<file path="src/rtl/ostm_pkg.sv">
package ostm_pkg;
    localparam int DATA_W = 32;
    localparam int ADDR_W = 4;
    localparam int NCH    = 4;
    localparam int IER_W  = 12;

    localparam logic [ADDR_W-1:0] A_COUNT  = ADDR_W'(4);
    localparam logic [ADDR_W-1:0] A_STATUS = ADDR_W'(5);
    localparam logic [ADDR_W-1:0] A_WDOG   = ADDR_W'(6);
    localparam logic [ADDR_W-1:0] A_IER    = ADDR_W'(7);

    typedef enum logic [1:0] {
        WD_OFF   = 2'd0,
        WD_ARMED = 2'd1,
        WD_FIRE  = 2'd2
    } wd_state_t;
endpackage

</file>
<file path="src/rtl/ostm_counter.sv">
module ostm_counter #(
    parameter int W = 32
) (
    input  logic         clk,
    input  logic         rst_n,
    input  logic         tick,
    input  logic         load,
    input  logic [W-1:0] load_val,
    output logic [W-1:0] cnt,
    output logic [W-1:0] cnt_inc,
    output logic         adv
);
    assign cnt_inc = cnt + W'(1);
    assign adv     = tick && !load;

    always_ff @(posedge clk) begin
        if (!rst_n)
            cnt <= '0;
        else if (load)
            cnt <= load_val;
        else if (tick)
            cnt <= cnt_inc;
    end
endmodule

</file>
<file path="src/rtl/ostm_match_bank.sv">
module ostm_match_bank #(
    parameter int N = 4,
    parameter int W = 32
) (
    input  logic           clk,
    input  logic           rst_n,
    input  logic [N-1:0]   wr_sel,
    input  logic [W-1:0]   wdata,
    input  logic           adv,
    input  logic [W-1:0]   cnt_inc,
    output logic [N*W-1:0] match_flat,
    output logic [N-1:0]   hit
);
    for (genvar g = 0; g < N; g++) begin : g_ch
        logic [W-1:0] match_q;

        always_ff @(posedge clk) begin
            if (!rst_n)
                match_q <= '0;
            else if (wr_sel[g])
                match_q <= wdata;
        end

        assign match_flat[g*W +: W] = match_q;
        assign hit[g] = adv && (cnt_inc == match_q);
    end
endmodule

</file>
<file path="src/rtl/ostm_watchdog.sv">
module ostm_watchdog
    import ostm_pkg::*;
#(
    parameter int W = 32
) (
    input  logic         clk,
    input  logic         rst_n,
    input  logic         wr,
    input  logic [W-1:0] wdata,
    input  logic         hit,
    output logic [W-1:0] value,
    output logic         pulse
);
    wd_state_t    state_q, state_d;
    logic [W-1:1] upper_q;
    logic         fire;

    always_ff @(posedge clk) begin
        if (!rst_n)
            state_q <= WD_OFF;
        else
            state_q <= state_d;
    end

    always_comb begin
        state_d = state_q;
        unique case (state_q)
            WD_OFF:   if (wr && wdata[0]) state_d = WD_ARMED;
            WD_ARMED: begin
                if (hit)
                    state_d = WD_FIRE;
                else if (wr && !wdata[0])
                    state_d = WD_OFF;
            end
            WD_FIRE:  state_d = (wr && wdata[0]) ? WD_ARMED : WD_OFF;
            default:  state_d = WD_OFF;
        endcase
    end

    assign fire = (state_q == WD_ARMED) && hit;

    always_ff @(posedge clk) begin
        if (!rst_n)
            upper_q <= '0;
        else if (fire)
            upper_q <= '0;
        else if (wr)
            upper_q <= wdata[W-1:1];
    end

    always_comb begin
        pulse = (state_q == WD_FIRE);
        value = {upper_q, state_q == WD_ARMED};
    end
endmodule

</file>
<file path="src/rtl/os_match_timer.sv">
module os_match_timer
    import ostm_pkg::*;
(
    input  logic              clk,
    input  logic              rst_n,
    input  logic              tick_en,
    input  logic              wr_en,
    input  logic              rd_en,
    input  logic [ADDR_W-1:0] addr,
    input  logic [DATA_W-1:0] wdata,
    output logic [DATA_W-1:0] rdata,
    output logic [NCH-1:0]    irq,
    output logic              wdog_rst
);
    localparam int WD_CH = NCH - 1;

    logic [DATA_W-1:0]     cnt_q, cnt_inc;
    logic                  adv;
    logic [NCH*DATA_W-1:0] match_flat;
    logic [NCH-1:0]        hit, mwr_sel;
    logic [IER_W-1:0]      ier_q;
    logic [NCH-1:0]        stat_q, stat_clr;
    logic [DATA_W-1:0]     wd_val;
    logic [DATA_W-1:0]     rd_val;
    logic                  cnt_wr, st_wr, wd_wr, ier_wr;

    assign cnt_wr = wr_en && (addr == A_COUNT);
    assign st_wr  = wr_en && (addr == A_STATUS);
    assign wd_wr  = wr_en && (addr == A_WDOG);
    assign ier_wr = wr_en && (addr == A_IER);

    for (genvar g = 0; g < NCH; g++) begin : g_sel
        assign mwr_sel[g] = wr_en && (addr == ADDR_W'(g));
    end

    ostm_counter #(.W(DATA_W)) u_cnt (
        .clk(clk), .rst_n(rst_n), .tick(tick_en), .load(cnt_wr),
        .load_val(wdata), .cnt(cnt_q), .cnt_inc(cnt_inc), .adv(adv)
    );

    ostm_match_bank #(.N(NCH), .W(DATA_W)) u_match (
        .clk(clk), .rst_n(rst_n), .wr_sel(mwr_sel), .wdata(wdata),
        .adv(adv), .cnt_inc(cnt_inc), .match_flat(match_flat), .hit(hit)
    );

    ostm_watchdog #(.W(DATA_W)) u_wd (
        .clk(clk), .rst_n(rst_n), .wr(wd_wr), .wdata(wdata),
        .hit(hit[WD_CH]), .value(wd_val), .pulse(wdog_rst)
    );

    always_ff @(posedge clk) begin
        if (!rst_n)
            ier_q <= '0;
        else if (ier_wr)
            ier_q <= wdata[IER_W-1:0];
    end

    assign stat_clr = st_wr ? wdata[NCH-1:0] : '0;

    always_ff @(posedge clk) begin
        if (!rst_n)
            stat_q <= '0;
        else
            stat_q <= (stat_q & ~stat_clr) | (hit & ier_q[NCH-1:0]);
    end

    assign irq = stat_q;

    always_comb begin
        rd_val = '0;
        if (addr < ADDR_W'(NCH))
            rd_val = match_flat[addr[1:0]*DATA_W +: DATA_W];
        else if (addr == A_COUNT)
            rd_val = cnt_q;
        else if (addr == A_STATUS)
            rd_val = {{(DATA_W-NCH){1'b0}}, stat_q};
        else if (addr == A_WDOG)
            rd_val = wd_val;
        else if (addr == A_IER)
            rd_val = {{(DATA_W-IER_W){1'b0}}, ier_q};
    end

    always_ff @(posedge clk) begin
        if (!rst_n)
            rdata <= '0;
        else if (rd_en)
            rdata <= rd_val;
    end
endmodule

</file>
<file path="config.mk">
export PLATFORM = sky130hd
export DESIGN_NAME = os_match_timer
export DESIGN_NICKNAME = d
export VERILOG_FILES = /design/src/rtl/ostm_pkg.sv /design/src/rtl/ostm_counter.sv /design/src/rtl/ostm_match_bank.sv /design/src/rtl/ostm_watchdog.sv /design/src/rtl/os_match_timer.sv
export SDC_FILE = /design/constraint.sdc
export NUM_CORES = 1
export LEC_CHECK = 0
export ABC_CLOCK_PERIOD_IN_PS = 3600
export BUFFER_PORTS_ARGS = -buffer_cell sky130_fd_sc_hd__buf_2
export CELL_PAD_IN_SITES_DETAIL_PLACEMENT = 2
export CELL_PAD_IN_SITES_GLOBAL_PLACEMENT = 2
export CORE_ASPECT_RATIO = 1.5
export CORE_MARGIN = 10
export CORE_UTILIZATION = 38
export DETAILED_ROUTE_END_ITERATION = 10
export PLACE_DENSITY = 0.79
export SLEW_MARGIN = 5
export SYNTH_ARGS = -nofsm -noshare
export SYNTH_HDL_FRONTEND = slang
export SYNTH_SLANG_ARGS = --single-unit
</file>
<file path="constraint.sdc">
create_clock -name clk -period 3.6 [get_ports clk]
set_input_delay 0.36 -clock clk [delete_from_list [all_inputs] [get_ports clk]]
set_output_delay 0.36 -clock clk [all_outputs]
set_load 0.005 [all_outputs]
</file>
[Word-level counts from Yosys, hierarchy flattened]
Index checks and enable logic that the tools add are counted.
Storage, ports and cells
  register bits: 241
  bits in latches: 0
  RAM bits: 0
  ROM bits: 0
  input bits: 41
  output and inout port bits: 37
  word-level logic and storage cells: 69
  memories: 0
Operators by class
  $add $sub $neg: 1
  multiply operators: 0
  divide/modulo/power cells: 0
  magnitude comparators: 1
  equal/unequal tests: 15
  shifts and indexed selects: 1
  mux-type cells: 13
  bitwise operators: 5
  reductions and logical operators: 23
Operator list (count)
  $mux 32: 6
  $eq 32x32->1: 4
  $shiftx 128x8->32: 1
  $add 32x1->32 const B: 1
  $eq 4x3->1 const B: 4
  $logic_and 1x1->1: 16
  $mux 12: 1
  $and 4x4->4: 2
  $eq 4x2->1 const B: 2
  $mux 2: 3
  $pmux 2 s3: 1
  $eq 4x1->1 const B: 1
  $logic_not 4->1: 1
  $lt 4x3->1 const B: 1
  $mux 4: 1
  $not 4->4: 1
  $or 4x4->4: 1
  $ne 3x1->1 const B: 1
  $eq 2x1->1 const B: 1
  $eq 2x2->1 const B: 1
  $logic_not 1->1: 2
  $logic_not 2->1: 1
  $ne 2x1->1 const B: 1
  $reduce_and 2->1: 1
  other kinds (4): 4

[Logic depth before layout (Yosys ltp)]
  word-level depth: 7
  gate-level depth with buffers: 12
  gate-level depth less buffers: 9

[By module]
A second synthesis with hierarchy kept.
Unflattened totals
  cell total of the unflattened synthesis: 1372
  area, all modules: 13485.4 µm²
Modules (own cells, without submodules)
  ostm_match_bank: times used 1, cells an instance 590, area an instance 6198.4 µm², sequential area each 2562.5 µm²
  os_match_timer: times used 1, cells an instance 343, area an instance 3355.7 µm², sequential area each 960.9 µm²
  ostm_counter: times used 1, cells an instance 326, area an instance 2428.6 µm², sequential area each 640.6 µm²
  ostm_watchdog: times used 1, cells an instance 113, area an instance 1502.7 µm², sequential area each 660.6 µm²

[Least setup slack after synthesis]
No wires, ideal clock.
  path kind: reg-to-reg
  start point: reg u_cnt.cnt[0]
  end point: reg u_wd.upper_q[10] in the netlist's numbering
  library setup time: 132 ps
  data arrival time: 3123 ps
  required time: 3468 ps
  slack: 345 ps
  cell stages (with the launch flop): 11
  buffers on the path: 2
  period minus slack after synthesis: 3255 ps
  cells stage by stage: dfxtp_1 buf_4 nand3_1 or3_1 nor4_1 xor3_1 a2111oi_0 nand4_2 nor4_4 buf_6 nor3_1
Between the ends
  longest elaborated chain between the ends: 5
Ends and longest elaborated chain
  from (decl): line ostm_counter.sv:9  | output logic [W-1:0] cnt,
  from (signal assigned): line ostm_counter.sv:20  | cnt <= load_val;
  from (signal assigned): line ostm_counter.sv:22  | cnt <= cnt_inc;
  $add 32x1->32: line ostm_counter.sv:13  | assign cnt_inc = cnt + W'(1);
  $eq 32x32->1: line ostm_match_bank.sv:25  | assign hit[g] = adv && (cnt_inc == match_q);
  $logic_and 1x1->1: line ostm_match_bank.sv:25
  $logic_and 1x1->1: line ostm_watchdog.sv:40  | assign fire = (state_q == WD_ARMED) && hit;
  $reduce_or 2->1 (no line)
  to (signal assigned): line ostm_watchdog.sv:48  | upper_q <= wdata[W-1:1];
  to (decl): line ostm_watchdog.sv:15  | logic [W-1:1] upper_q;
Every way passes these cells.
A chain may end at the register's enable or synchronous reset.

[Worst setup path after layout]
  start point: reg u_cnt.cnt[0]
  end point: reg u_wd.upper_q[16] in the netlist's numbering
Same word-level chain as after synthesis.

==> results.json <==
{
  "status": "completed",
  "ys.flop_type": "dfxtp_1",
  "root_buffer": "clkbuf_16",
  "async_flop_share_pct": 0,
  "min_from": "wdata[23]",
  "cp.required_ps": 4030,
  "dr.pass1.iters": 6,
  "route.detailed.drc": 0,
  "clockBufferDepth": 3,
  "irDropWorstVdd_v": 0.000368,
  "r2r-start": "u_cnt.cnt[0]",
  "hold-path-cell-count": 3,
  "slew-limit-headroom_pct": 23.8,
  "cts_hold_buf": 0,
  "grt_pass1_vias": 14700,
  "min_period_over_period_pct": 96.8,
  "r2r_slack_ps": 120,
  "synth_area_sq_um": 13500,
  "cp_max_fo": 9,
  "p_switching_uw": 1670,
  "report.final.slew_viol_count": 0,
  "cts_tree": "yes",
  "synth_edf_count": 0,
  "grt_overflow": 0,
  "io_buffer_count": 77,
  "finClkSkew_ps": 24.0,
  "p_int_uw": 4520,
  "drt_wl_total_microns": 63100,
  "power.total_uw": 6190,
  "seq_power_share_pct": 44.7,
  "grt_util_all_layers_pct": 28.0,
  "final_cell_mix": "nand2_1 (343), dfxtp_1 (240), a21oi_1 (148), buf_4 (104), nor2_1 (98)",
  "numCtsBuffers": 27,
  "layout-drive-gt1-share_pct": 18.3,
  "hold_end": "u_match.g_ch[3].match_q[23]",
  "end_kind": "flop",
  "die_w_microns": 174,
  "ant_nets": 0,
  "final.min_clock_period_ps": 3480,
  "ioPinCount": 78,
  "design.core.area_sq_um": 35100,
  "clkPwrFrac_pct": 45.1,
  "finalSetupTns_ps": 0,
  "met2_length_microns": 33300,
  "clk_pin_slew_ps": 70,
  "pre_cts_slack_ps": -253,
  "arrival_ps": 3920,
  "seq_area_frac_synth_pct": 35.6,
  "ys_ff_latch": 241,
  "hpwl_microns": 46500,
  "start_kind": "flop",
  "start_util_pct": 38.6,
  "dieArea_sq_um": 43700,
  "drt-met1-wl_microns": 24300,
  "final_common_cell": "nand2_1",
  "grt_pass1_wl_microns": 95100,
  "finalHoldViolations": 0,
  "wl_per_cell_microns": 28.7,
  "viasPerCell": 6.07,
  "multiInputGateArea_sq_um": 8150,
  "die_h_microns": 251,
  "wl_met3_microns": 2340,
  "regArea_sq_um": 4830,
  "hold_ws_ps": 85.0,
  "setup-violations-final": 0,
  "r2r_end": "u_wd.upper_q[16]",
  "drtIter0Drc": 957,
  "final_area_sq_um": 15800,
  "route.vias.total": 13300,
  "htree_levels": 1,
  "fin_ws_ps": 116,
  "cap_violations": 0,
  "grt_setup_unrepaired": "no",
  "sw_frac_of_total_pct": 27.0,
  "tightest_slew_ps": 1140,
  "power_density_nw_per_um2": 393,
  "p_comb_share_pct": 10.2,
  "max_freq_mhz": 287,
  "syn-num-nets": 1673,
  "rows": 84,
  "synth_warnings": 0,
  "final.fill_count": 4009,
  "rr_worst_depth": 13,
  "synth_cell_types": 73,
  "top_layer": "met4",
  "hold_class": "in -> reg",
  "diodes": 0,
  "post_dp_cell_area_sq_um": 14800,
  "fin_nets": 1747,
  "clk_latency_ps": 580,
  "syn_avg_cell_area_sq_um": 8.30,
  "power.leakage_uw": 0.00567,
  "syn2layout_area_growth_pct": 16.4,
  "antenna_found_initial": 0,
  "synth_cells": 1631,
  "place.gp.congestion": 0.996,
  "grt_max_degree": 98,
  "clock-sinks": 241,
  "setup.worst_path.class": "reg -> reg"
}
[sequential cells by signal (all words and copies together), names as in the netlist]
name / flops
ier_q: 12
u_wd.upper_q: 31
rdata: 32
u_match.g_ch.match_q: 128
u_cnt.cnt: 32
irq: 4
u_wd.state_q: 2
[worst max path at each step]
stage	from	to	slack (ps)
2_1_floorplan	u_cnt.cnt[0]	u_wd.upper_q[10]	340
3_3_place_gp	u_cnt.cnt[0]	irq[0]	-230
3_5_place_dp	u_cnt.cnt[0]	irq[0]	-250
4_1_cts	u_cnt.cnt[1]	u_wd.upper_q[18]	10
5_1_grt	u_cnt.cnt[1]	u_wd.upper_q[19]	5
6_report	u_cnt.cnt[0]	u_wd.upper_q[16]	120
[Yosys cell counts (7+ instances only)]
| cell | count | area, sq um |
|---|---|---|
| o22ai_1 | 7 | 43.8 |
| a211oi_1 | 50 | 375 |
| xnor3_1 | 9 | 203 |
| xor2_1 | 54 | 473 |
| buf_2 | 7 | 35.0 |
| mux2_2 | 10 | 113 |
| o211ai_1 | 13 | 97.6 |
| nor4_1 | 23 | 144 |
| buf_1 | 15 | 56.3 |
| a22oi_1 | 9 | 67.6 |
| o21ai_0 | 27 | 135 |
| nand2_1 | 345 | 1290 |
| mux2i_1 | 41 | 410 |
| dfxtp_1 | 241 | 4820 |
| nand3_1 | 32 | 160 |
| buf_4 | 9 | 67.6 |
| nand4_1 | 29 | 181 |
| nor2_1 | 101 | 379 |
| a222oi_1 | 20 | 200 |
| and3_1 | 14 | 87.6 |
| a21oi_1 | 148 | 741 |
| clkbuf_1 | 109 | 409 |
| a2111oi_0 | 10 | 87.6 |
| nor3b_1 | 11 | 82.6 |
| a311oi_1 | 8 | 70.1 |
| nand2b_1 | 7 | 43.8 |
| nor3_1 | 48 | 240 |
| xnor2_1 | 89 | 780 |
| mux4_2 | 33 | 743 |
| inv_1 | 11 | 41.3 |
| or3_1 | 11 | 68.8 |
[critical path: stages (launching register included)]
cell       delay [ps]
dfxtp_1           340
buf_4             190
nand3_2           120
or3_1             430
nor4_2            330
buf_4             200
xor3_1            250
a2111oi_0         390
buf_4             180
nand4_2           140
nor4_4            300
buf_6             170
clkbuf_4          210
nor3_1             70
[layout make-up]
class                           instances  share of cell area, %
Sequential cell                       241                   30.6
Timing Repair Buffer                  190                   8.18
Clock inverter                          8                  0.460
Inverter                               12                  0.317
Tap cell                              473                   3.75
Clock buffer                           41                   5.00
Multi-Input combinational cell       1233                   51.7
[cells by family after synthesis]
group	Yosys count	share of synthesized area, %
compound gates	330	15.8
xor+xnor	156	11.4
fa+ha+maj	1	0.0924
buf+inv	157	4.85
flops	241	35.6
mux	84	9.35
simple gates	662	22.8
[stage by stage]
stage	instances	util (%)
3_3_place_gp	2146	42.2
3_5_place_dp	2146	42.2
4_1_cts	2195	44.7
2_1_floorplan	1631	-
5_1_grt	2198	44.9
6_report	2198	44.9
[routing by layer]
| metal | GRT usage, % | vias up |
|---|---|---|
| li1 | - | 5933 |
| met1 | 31.1 | 6888 |
| met2 | 52.2 | 361 |
| met3 | 3.03 | 150 |
| met4 | 13.3 | 0 |
| met5 | 0 | - |
[timing repair]
action,CTS,global route
gates cloned,0,1
setup buffers,0,2
resized for setup,4,16
endpoints found under the hold margin,0,0
pin swaps,0,4
setup endpoints to repair,2,34
[power groups by stage]
stage	Clock, uW	Combinational (uW)	Sequential, uW
after floorplan	0	355	2810
after global placement	0	602	2820
after detailed placement	0	618	2830
after CTS	2840	626	2770
after global routing	2950	672	2770
final	2790	631	2770
Note: power is estimated with default switching activity, not from simulation.
